## src/rtl/cbr_refresh_pkg.sv

```systemverilog
package cbr_refresh_pkg;

    typedef enum logic [1:0] {
        PH_IDLE,
        PH_CAS_LEAD,
        PH_RAS_LOW,
        PH_PRECHARGE
    } phase_e;

    typedef struct packed {
        logic ras_n;
        logic cas_n;
        logic we_n;
    } strobes_t;

    localparam strobes_t STROBES_IDLE = '{ras_n: 1'b1, cas_n: 1'b1, we_n: 1'b1};

    // round a time up to whole clock cycles, never below one cycle
    function automatic int ns_to_cyc(input int t_ns, input int clk_ns);
        int c;
        c = (t_ns + clk_ns - 1) / clk_ns;
        return (c < 1) ? 1 : c;
    endfunction

    function automatic int max3(input int a, input int b, input int c);
        int m;
        m = (a > b) ? a : b;
        return (m > c) ? m : c;
    endfunction

endpackage

```

## src/rtl/refresh_interval_timer.sv

```systemverilog
module refresh_interval_timer #(
    parameter int INTERVAL = 1560
) (
    input  logic clk,
    input  logic rst,
    output logic tick_o
);
    localparam int TW = $clog2(INTERVAL + 1);
    localparam logic [TW-1:0] LAST = TW'(INTERVAL - 1);

    logic [TW-1:0] cnt_q;

    assign tick_o = (cnt_q == LAST);

    always_ff @(posedge clk) begin
        if (rst) begin
            cnt_q <= '0;
        end else if (tick_o) begin
            cnt_q <= '0;
        end else begin
            cnt_q <= cnt_q + 1'b1;
        end
    end

    AST_TIMER_IN_RANGE: assert property (@(posedge clk) disable iff (rst)
        cnt_q <= LAST);
endmodule

```

## src/rtl/owed_refresh_counter.sv

```systemverilog
module owed_refresh_counter #(
    parameter int LIMIT = 8
) (
    input  logic clk,
    input  logic rst,
    input  logic add_i,
    input  logic take_i,
    output logic pending_o,
    output logic full_o
);
    localparam int CW = $clog2(LIMIT + 1);
    localparam logic [CW-1:0] TOP = CW'(LIMIT);

    logic [CW-1:0] owed_q;

    assign pending_o = (owed_q != '0);
    assign full_o    = (owed_q == TOP);

    always_ff @(posedge clk) begin
        if (rst) begin
            owed_q <= '0;
        end else begin
            unique case ({add_i && !full_o, take_i})
                2'b10:   owed_q <= owed_q + 1'b1;
                2'b01:   owed_q <= owed_q - 1'b1;
                default: owed_q <= owed_q;
            endcase
        end
    end

    AST_NO_OVERFLOW: assert property (@(posedge clk) disable iff (rst)
        owed_q <= TOP);
    AST_TAKE_NEEDS_OWED: assert property (@(posedge clk) disable iff (rst)
        take_i |-> pending_o);
    AST_FULL_HOLDS: assert property (@(posedge clk) disable iff (rst)
        (full_o && add_i && !take_i) |=> full_o);
endmodule

```

## src/rtl/cbr_sequencer.sv

```systemverilog
module cbr_sequencer
    import cbr_refresh_pkg::*;
#(
    parameter int CSR_CYC = 1,
    parameter int CHR_CYC = 1,
    parameter int RAS_CYC = 6,
    parameter int RP_CYC  = 4
) (
    input  logic     clk,
    input  logic     rst,
    input  logic     pending_i,
    input  logic     gnt_i,
    input  logic     row_closed_i,
    output logic     req_o,
    output logic     start_o,
    output logic     own_o,
    output logic     done_o,
    output strobes_t strobes_o
);
    localparam int LONGEST = max3(CSR_CYC, RAS_CYC, RP_CYC);
    localparam int PW      = $clog2(LONGEST + 1);
    localparam logic [PW-1:0] CSR_END = PW'(CSR_CYC - 1);
    localparam logic [PW-1:0] RAS_END = PW'(RAS_CYC - 1);
    localparam logic [PW-1:0] RP_END  = PW'(RP_CYC - 1);
    localparam logic [PW-1:0] CHR_LIM = PW'(CHR_CYC);

    phase_e        phase_q;
    logic [PW-1:0] cnt_q;

    assign req_o   = pending_i && (phase_q == PH_IDLE);
    assign start_o = req_o && gnt_i && row_closed_i;
    assign own_o   = (phase_q != PH_IDLE);
    assign done_o  = (phase_q == PH_PRECHARGE) && (cnt_q == RP_END);

    always_ff @(posedge clk) begin
        if (rst) begin
            phase_q <= PH_IDLE;
            cnt_q   <= '0;
        end else begin
            unique case (phase_q)
                PH_IDLE: begin
                    cnt_q <= '0;
                    if (start_o) phase_q <= PH_CAS_LEAD;
                end
                PH_CAS_LEAD: begin
                    if (cnt_q == CSR_END) begin
                        phase_q <= PH_RAS_LOW;
                        cnt_q   <= '0;
                    end else begin
                        cnt_q <= cnt_q + 1'b1;
                    end
                end
                PH_RAS_LOW: begin
                    if (cnt_q == RAS_END) begin
                        phase_q <= PH_PRECHARGE;
                        cnt_q   <= '0;
                    end else begin
                        cnt_q <= cnt_q + 1'b1;
                    end
                end
                PH_PRECHARGE: begin
                    if (cnt_q == RP_END) begin
                        phase_q <= PH_IDLE;
                        cnt_q   <= '0;
                    end else begin
                        cnt_q <= cnt_q + 1'b1;
                    end
                end
                default: begin
                    phase_q <= PH_IDLE;
                    cnt_q   <= '0;
                end
            endcase
        end
    end

    always_comb begin
        strobes_o = STROBES_IDLE;
        unique case (phase_q)
            PH_CAS_LEAD: strobes_o.cas_n = 1'b0;
            PH_RAS_LOW: begin
                strobes_o.ras_n = 1'b0;
                strobes_o.cas_n = !(cnt_q < CHR_LIM);
            end
            default: ;
        endcase
    end

    AST_CAS_BEFORE_RAS: assert property (@(posedge clk) disable iff (rst)
        $fell(strobes_o.ras_n) |-> (!strobes_o.cas_n && $past(!strobes_o.cas_n)));
    AST_GRANT_GUARD: assert property (@(posedge clk) disable iff (rst)
        $rose(own_o) |-> $past(gnt_i && row_closed_i && pending_i));
    AST_DONE_SINGLE: assert property (@(posedge clk) disable iff (rst)
        done_o |=> (!done_o && !own_o));
    AST_NO_REQ_BUSY: assert property (@(posedge clk) disable iff (rst)
        own_o |-> !req_o);
    AST_WE_HELD: assert property (@(posedge clk) disable iff (rst)
        own_o |-> strobes_o.we_n);
endmodule

```

## src/rtl/cbr_refresh_sched.sv

```systemverilog
module cbr_refresh_sched
    import cbr_refresh_pkg::*;
#(
    parameter int CLK_NS     = 10,
    parameter int T_REFI_NS  = 15600,
    parameter int T_CSR_NS   = 10,
    parameter int T_CHR_NS   = 10,
    parameter int T_RAS_NS   = 60,
    parameter int T_RP_NS    = 40,
    parameter int MAX_OWED   = 8
) (
    input  logic clk,
    input  logic rst,
    input  logic gnt_i,
    input  logic row_closed_i,
    output logic req_o,
    output logic urgent_o,
    output logic own_o,
    output logic ras_n_o,
    output logic cas_n_o,
    output logic we_n_o,
    output logic done_o
);
    localparam int REFI_CYC = ns_to_cyc(T_REFI_NS, CLK_NS);
    localparam int CSR_CYC  = ns_to_cyc(T_CSR_NS, CLK_NS);
    localparam int CHR_CYC  = ns_to_cyc(T_CHR_NS, CLK_NS);
    localparam int RAS_RAW  = ns_to_cyc(T_RAS_NS, CLK_NS);
    localparam int RAS_CYC  = (RAS_RAW > CHR_CYC) ? RAS_RAW : CHR_CYC + 1;
    localparam int RP_CYC   = ns_to_cyc(T_RP_NS, CLK_NS);

    logic     tick;
    logic     pending;
    logic     full;
    logic     start;
    strobes_t strobes;

    refresh_interval_timer #(.INTERVAL(REFI_CYC)) u_timer (
        .clk    (clk),
        .rst    (rst),
        .tick_o (tick)
    );

    owed_refresh_counter #(.LIMIT(MAX_OWED)) u_owed (
        .clk       (clk),
        .rst       (rst),
        .add_i     (tick),
        .take_i    (start),
        .pending_o (pending),
        .full_o    (full)
    );

    cbr_sequencer #(
        .CSR_CYC (CSR_CYC),
        .CHR_CYC (CHR_CYC),
        .RAS_CYC (RAS_CYC),
        .RP_CYC  (RP_CYC)
    ) u_seq (
        .clk          (clk),
        .rst          (rst),
        .pending_i    (pending),
        .gnt_i        (gnt_i),
        .row_closed_i (row_closed_i),
        .req_o        (req_o),
        .start_o      (start),
        .own_o        (own_o),
        .done_o       (done_o),
        .strobes_o    (strobes)
    );

    assign urgent_o = full;
    assign ras_n_o  = strobes.ras_n;
    assign cas_n_o  = strobes.cas_n;
    assign we_n_o   = strobes.we_n;

    AST_URGENT_IMPLIES_OWED: assert property (@(posedge clk) disable iff (rst)
        urgent_o |-> (req_o || own_o));
    AST_STROBES_IDLE_FREE: assert property (@(posedge clk) disable iff (rst)
        !own_o |-> (ras_n_o && cas_n_o));
endmodule

```

## config.mk

```make
export PLATFORM = sky130hd
export DESIGN_NAME = cbr_refresh_sched
export DESIGN_NICKNAME = d
export VERILOG_FILES = /design/src/rtl/cbr_refresh_pkg.sv /design/src/rtl/refresh_interval_timer.sv /design/src/rtl/owed_refresh_counter.sv /design/src/rtl/cbr_sequencer.sv /design/src/rtl/cbr_refresh_sched.sv
export SDC_FILE = /design/constraint.sdc
export NUM_CORES = 1
export LEC_CHECK = 0
export ABC_AREA = 1
export CAP_MARGIN = 20
export CORE_UTILIZATION = 26
export CTS_BUF_LIST = sky130_fd_sc_hd__clkbuf_4 sky130_fd_sc_hd__clkbuf_8
export CTS_CLUSTER_SIZE = 40
export DETAILED_ROUTE_END_ITERATION = 8
export PLACE_DENSITY = 0.47
export SLEW_MARGIN = 5
export SYNTH_ARGS = -nofsm -noshare
export SYNTH_HDL_FRONTEND = slang
export SYNTH_SLANG_ARGS = --single-unit
export TNS_END_PERCENT = 1
```

## constraint.sdc

```tcl
create_clock -name clk -period 2.7 [get_ports clk]
set_input_delay 0.405 -clock clk [delete_from_list [all_inputs] [get_ports clk]]
set_output_delay 0.405 -clock clk [all_outputs]
set_load 0.005 [all_outputs]
```

==> results of run 1 <==
per-layer routing:
layer	vias to the layer above	wire (µm)	track usage
li1	589	-	-
met1	453	1250	0.140
met2	19	951	0.170
met3	5	63	0.0167
met4	0	63	0.0654
met5	-	0	0
final cells by class:
cell class              count  area [µm²]  share of cell area
flip-flops and latches     20         400               0.266
multi-input cells         128         752               0.500
repair buffers              9        90.1              0.0599
well taps                  67        83.8              0.0557
clock buffers               4        55.1              0.0366
inverters                  33         124              0.0823
kinds of logic (layout without fill, tap and decap cells):
group                      count (synthesis)  in the layout
other                                      1              1
and+or+nand+nor                           92             92
AOI/OAI and AO/OA                         15             15
DFF                                       20             20
xor gates and xnor gates                   5              5
adders and majority gates                 15             15
buffers and inverters                     34             46
placed cells by master, fill, tap and decap left out, drive strengths merged, types with 2 or more instances in the layout:
cell           instances
nor4                   3
clkdlybuf4s50          9
nand4                  2
o21ai                  3
a21oi                 10
xnor2                  2
nand2                 41
clkbuf                 4
ha                    14
dfxtp                 20
inv                   33
nand3                 11
nor2                  27
xor2                   3
or2                    2
nor3                   5
how the worst max path moves through the flow:
stage                     startpoint          endpoint  cells past startpoint
global placement    u_timer.cnt_q[0]  u_owed.owed_q[3]                     14
floorplan           u_timer.cnt_q[0]  u_owed.owed_q[3]                     14
detailed placement  u_timer.cnt_q[0]  u_owed.owed_q[3]                     14
CTS                 u_timer.cnt_q[0]  u_owed.owed_q[3]                     14
finish              u_timer.cnt_q[0]  u_owed.owed_q[3]                     14
global route        u_timer.cnt_q[0]  u_owed.owed_q[3]                     14
sequential cells by signal (all words and copies together), names as in the netlist:
signal and cells:
u_seq.phase_q 2, u_owed.owed_q 4, u_seq.cnt_q 3, u_timer.cnt_q 11
timing repair:
action,4_1_cts,5_1_grt
setup buffers,0,0
endpoints found under the setup margin,0,1
resized for setup,0,2
worst max-delay path, cell delays in order (launching register included):
cell and delay [ns]:
dfxtp_1 0.40, ha_4 0.20, nand2_1 0.05, nor2_1 0.11, nand3_2 0.11, or2_2 0.29, ha_1 0.26, ha_1 0.35
nand2_1 0.10, nand2_1 0.05, nor2_1 0.10, nand2_1 0.05, nand2_1 0.05, nand2_1 0.04, a21oi_1 0.11
power groups by stage:
stage | Combinational, mW | Sequential [mW] | Clock (mW)
floorplan | 0.199 | 0.340 | 0
global placement | 0.308 | 0.346 | 0
detailed placement | 0.304 | 0.345 | 0
CTS | 0.306 | 0.338 | 0.239
global route | 0.346 | 0.345 | 0.250
finish | 0.303 | 0.340 | 0.231
through the flow:
step	instances	setup WS [ns]	power, mW
6_report	261	0.349	0.873
5_1_grt	261	0.0256	0.941
4_1_cts	261	0.246	0.883
3_5_place_dp	257	0.285	0.649
3_3_place_gp	257	0.315	0.654
2_1_floorplan	182	0.472	0.538
==> run metrics, run 1 <==
status=finished, final reports clean; HPWL after DPL=1820 µm; Initial Util=0.269; Final min period=2.35 ns; Hold Path Cell Cnt=1; Hold EP=u_timer.cnt_q[0]; Final period util=0.871; clock-pin slew on the worst setup and hold paths=0.08 ns; Max Cap Viol=0; sequential share of power=0.389; Post-Synth Simple-Gate Area=0.325; FF-to-FF setup slack=0.35 ns; first drt pass iteration count=4; Worst Path Arrival=2.54 ns; final setup vio count=0; initial antenna violation count=0; layout cells sized above 1=0.0670; core area=4720 µm²; H-tree depth=1; Yosys reg bits=20; syn nets=201; max-slew violations=0; Core Util, Final=0.319; final net count=214; Adder-Cell Fraction of Synth Area=0.154; drt total wl=2330 µm; compound-gate portion of the synthesized area=0.0659; Area after DPL=1440 µm²; synthesized cell area=1270 µm²; clk sinks=20; Clk Latency, worst-skew pair=0.26 ns; Clock Root Buffer=clkbuf_8; total grt overflow=0; DRC errors left=0; CP Class=reg2reg; Setup crit start kind=flop; synth-to-layout area growth=18.4%; Post-synth top cells=38 x nand2_1, 33 x inv_1, 26 x nor2_1, 20 x dfxtp_1, 14 x ha_1; Worst EP required=2.89 ns; Max rail drop VDD=0.000192 V; combinational share of power=0.347; Initial DRC Count=44; Post-CTS Hold Fix Bufs=0; final instance area=1510 µm²; WL per Instance=8.93 µm; xor-xnor portion of the synthesized cell area=0.0344; TritonCTS Buffers=3; Critical R2R Launch=u_timer.cnt_q[0]; Post-synth top flop=dfxtp_1; IO buf count=9; CTS max path bufs=2; die area=5170 µm²; register area share after synthesis=0.315; CTS tree=done; post-synthesis mux area share=0; Avg Cell Area, Syn=6.98 µm²; largest family of logic cells by synthesized area=simple AND/OR/NAND/NOR gates; crit-path max FO=7; clock power share=0.264; reg2reg path depth=14; Hold WC Path Type=reg2reg; top-count cell post-synth=nand2_1; Synth cell types=26; max frequency=0.425 GHz; area share of the largest cell type after synthesis=0.315; Net Sw Frac=0.325; height of the chip=71.9 µm; Top Ports=11; global-route wire length before repair=4380 µm; # diodes=0; routability cong.=0.741; Fin. Hold Viols=0; vias in the first global route=1005; min-delay src=u_timer.cnt_q[0]; Critical Path End Type=flop; Core Rows=25; via count=1066; cell taking the most area after synthesis=dfxtp_1; Clock Skew=0.00223 ns; post-route ant nets=0; DR vias/cell=4.08; EDFF count, synth=0; setup_tns=0 ns; Post-synth ARST share=0; R2R Path End=u_owed.owed_q[3]; ranking of synthesized cells by area=dfxtp_1 31%, ha_1 14%, nand2_1 11%; RSZ-0062 raised after global routing=false; die width=71.9 µm; total leakage power=0.688 nW; power density cells=580 nW/µm²; sw power=0.284 mW; Yosys warning count=0; GRT Util Overall=0.108; WHS=0.479 ns; Int Power=0.589 mW; largest net degree at the start of global routing=12; Cells after Synth=182; final-layout fill cell count=526
No activity file was read; power rests on OpenSTA's default activity.
==> run 2, diff against run 1 <==
--- a/config.mk
+++ b/config.mk
@@ -6,7 +6,7 @@
 export NUM_CORES = 1
 export LEC_CHECK = 0
 export ABC_AREA = 1
-export CAP_MARGIN = 20
+export CAP_MARGIN = 30
 export CORE_UTILIZATION = 26
 export CTS_BUF_LIST = sky130_fd_sc_hd__clkbuf_4 sky130_fd_sc_hd__clkbuf_8
 export CTS_CLUSTER_SIZE = 40
==> results of run 2 <==
Final layout, timing and power as in run 1 (identical DEF).
==> run 3, diff against run 2 <==
==> constraint.sdc (replaced) <==
create_clock -name clk -period 2.2 [get_ports clk]
set_input_delay 0.33 -clock clk [delete_from_list [all_inputs] [get_ports clk]]
set_output_delay 0.33 -clock clk [all_outputs]
set_load 0.005 [all_outputs]
==> run metrics, run 3 (same netlist as run 1, synthesis figures left out) <==
status=finished, final reports clean; most frequent cells in the layout=38 x nand2_1, 33 x inv_1, 25 x nor2_1, 17 x dfxtp_1, 13 x buf_4; core area=4720 µm²; drt total wl=2450 µm; largest net degree at the start of global routing=13; routability cong.=0.723; crit path buf inv count=3; sequential share of power=0.358; HPWL after DPL=1940 µm; Most flops, register=u_timer.cnt_q; final instance area=1650 µm²; layout cells sized above 1=0.159; initial antenna violation count=0; IO buf count=9; CP delay by family, top=buffers and inverters; Post-CTS Hold Fix Bufs=0; DR vias/cell=3.99; DRC errors left=0; Clock Root Buffer=clkbuf_8; Tot Pwr=1.17 mW; GRT Util Overall=0.105; Hold WC Path Type=reg2reg; CP dominant cell by count=inv_1; global-route wire length before repair=4340 µm; Hold Path Cell Cnt=2; reg2reg path depth=14; TritonCTS Buffers=3; total grt overflow=0; height of the chip=71.9 µm; top flop regs=u_timer.cnt_q: 11 flops, u_owed.owed_q: 4 flops, u_seq.cnt_q: 3 flops; final net count=227; vias in the first global route=1022; clock power share=0.319; Critical Path End Type=output port; Critical Path Start=u_seq.phase_q[0]; combinational share of power=0.324; die width=71.9 µm; Int Power=0.813 mW; CTS tree=done; Critical R2R Launch=u_timer.cnt_q[0]; Final min period=2.05 ns; crit-path cells=inv_1 -> ha_1 -> inv_1 -> nor4_1 -> a21oi_1 -> clkdlybuf4s50_1; Net Sw Frac=0.303; Core Util, Final=0.349; Worst EP required=1.87 ns; CTS max path bufs=2; Core Rows=25; Area after DPL=1540 µm²; # diodes=0; via count=1093; Worst Path Arrival=1.72 ns; synth-to-layout area growth=29.6%; Clk Latency, worst-skew pair=0.26 ns; Clock Skew=0.00699 ns; Max Cap Viol=0; Max rail drop VDD=0.000332 V; slowest CP cell=clkdlybuf4s50_1; Fin. Hold Viols=0; Worst path max stage delay=0.44 ns; Initial Util=0.269; die area=5170 µm²; clk sinks=20; H-tree depth=1; post-route ant nets=0; first drt pass iteration count=2; CP Class=reg2out; RSZ-0062 raised after global routing=false; CP Capture Point=cas_n_o; Initial DRC Count=36; power density cells=708 nW/µm²; final setup vio count=0; R2R Path End=u_owed.owed_q[3]; max-slew violations=0; Top Ports=11; sw power=0.353 mW; max frequency=0.488 GHz; Setup crit start kind=flop; WL per Instance=8.92 µm; commonest non-fill, non-tap cell in the layout=nand2_1; setup_tns=0 ns; total setup buffers inserted after CTS=0; crit-path max FO=4; Worst path depth=6; max reg flops=11; total leakage power=0.765 nW; clock-pin slew on the worst setup and hold paths=0.08 ns; Final period util=0.932; FF-to-FF setup slack=0.21 ns
-- run 3: cell count changes in the layout (fill, tap and decap cells not counted), moves of 2 or more --
cell / delta
buf_4: +13
dfxtp_1: -3
dfxtp_2: +3
ha_1: -2
-- run 3: cell type report --
class,count,area [µm²]
inverters,33,124
fillers,501,3080
clock buffers,3,41.3
well taps,67,83.8
repair buffers,22,188
multi-input cells,128,777
flip-flops and latches,20,404
clock inverters,1,30.0
-- run 3: worst min path at each step --
stage	startpoint	to	slack [ns]
2_1_floorplan	rst	u_owed.owed_q[3]	0.40
3_3_place_gp	u_timer.cnt_q[9]	u_timer.cnt_q[9]	0.48
3_5_place_dp	u_timer.cnt_q[10]	u_timer.cnt_q[10]	0.48
4_1_cts	u_timer.cnt_q[9]	u_timer.cnt_q[9]	0.49
5_1_grt	u_timer.cnt_q[10]	u_timer.cnt_q[10]	0.52
6_report	u_timer.cnt_q[10]	u_timer.cnt_q[10]	0.49
-- run 3: per-layer routing --
metal / part of all wire / track usage / wire [µm] / vias to the layer above
met5: 0 / 0 / 0 / -
met4: 0.012 / 0.0327 / 29 / 0
met3: 0.025 / 0.0181 / 61 / 4
met2: 0.44 / 0.179 / 1070 / 12
met1: 0.53 / 0.135 / 1290 / 463
li1: - / - / - / 614
-- run 3: stage by stage --
step                      setup WS (ns)  instances  hold slack (ns)
after floorplan                 0.00138        182            0.399
after global routing            0.00970        274            0.521
after detailed placement        -0.0432        270            0.481
after CTS                       0.00679        274            0.495
final                             0.151        274            0.490
after global placement          -0.0715        270            0.477
-- run 3: tightest hold or removal path, delay by kind of cell (launching register included) --
kind | cells | cell delay, ns
DFF | 1 | 0.33
and+or+nand+nor | 1 | 0.07
AOI/OAI and AO/OA | 1 | 0.05
-- run 3: power by group through the flow --
stage | clock network (mW) | logic (mW) | registers [mW]
global route | 0.400 | 0.432 | 0.422
finish | 0.372 | 0.377 | 0.417
floorplan | 0 | 0.244 | 0.417
detailed placement | 0 | 0.382 | 0.423
CTS | 0.387 | 0.384 | 0.414
global placement | 0 | 0.385 | 0.423
-- run 3: timing repair --
| item | in CTS | in global routing |
|---|---|---|
| hold endpoints to repair | 0 | 0 |
| endpoints found under the setup margin | 1 | 4 |
| gates resized for setup | 1 | 8 |
| pin swaps | 0 | 0 |
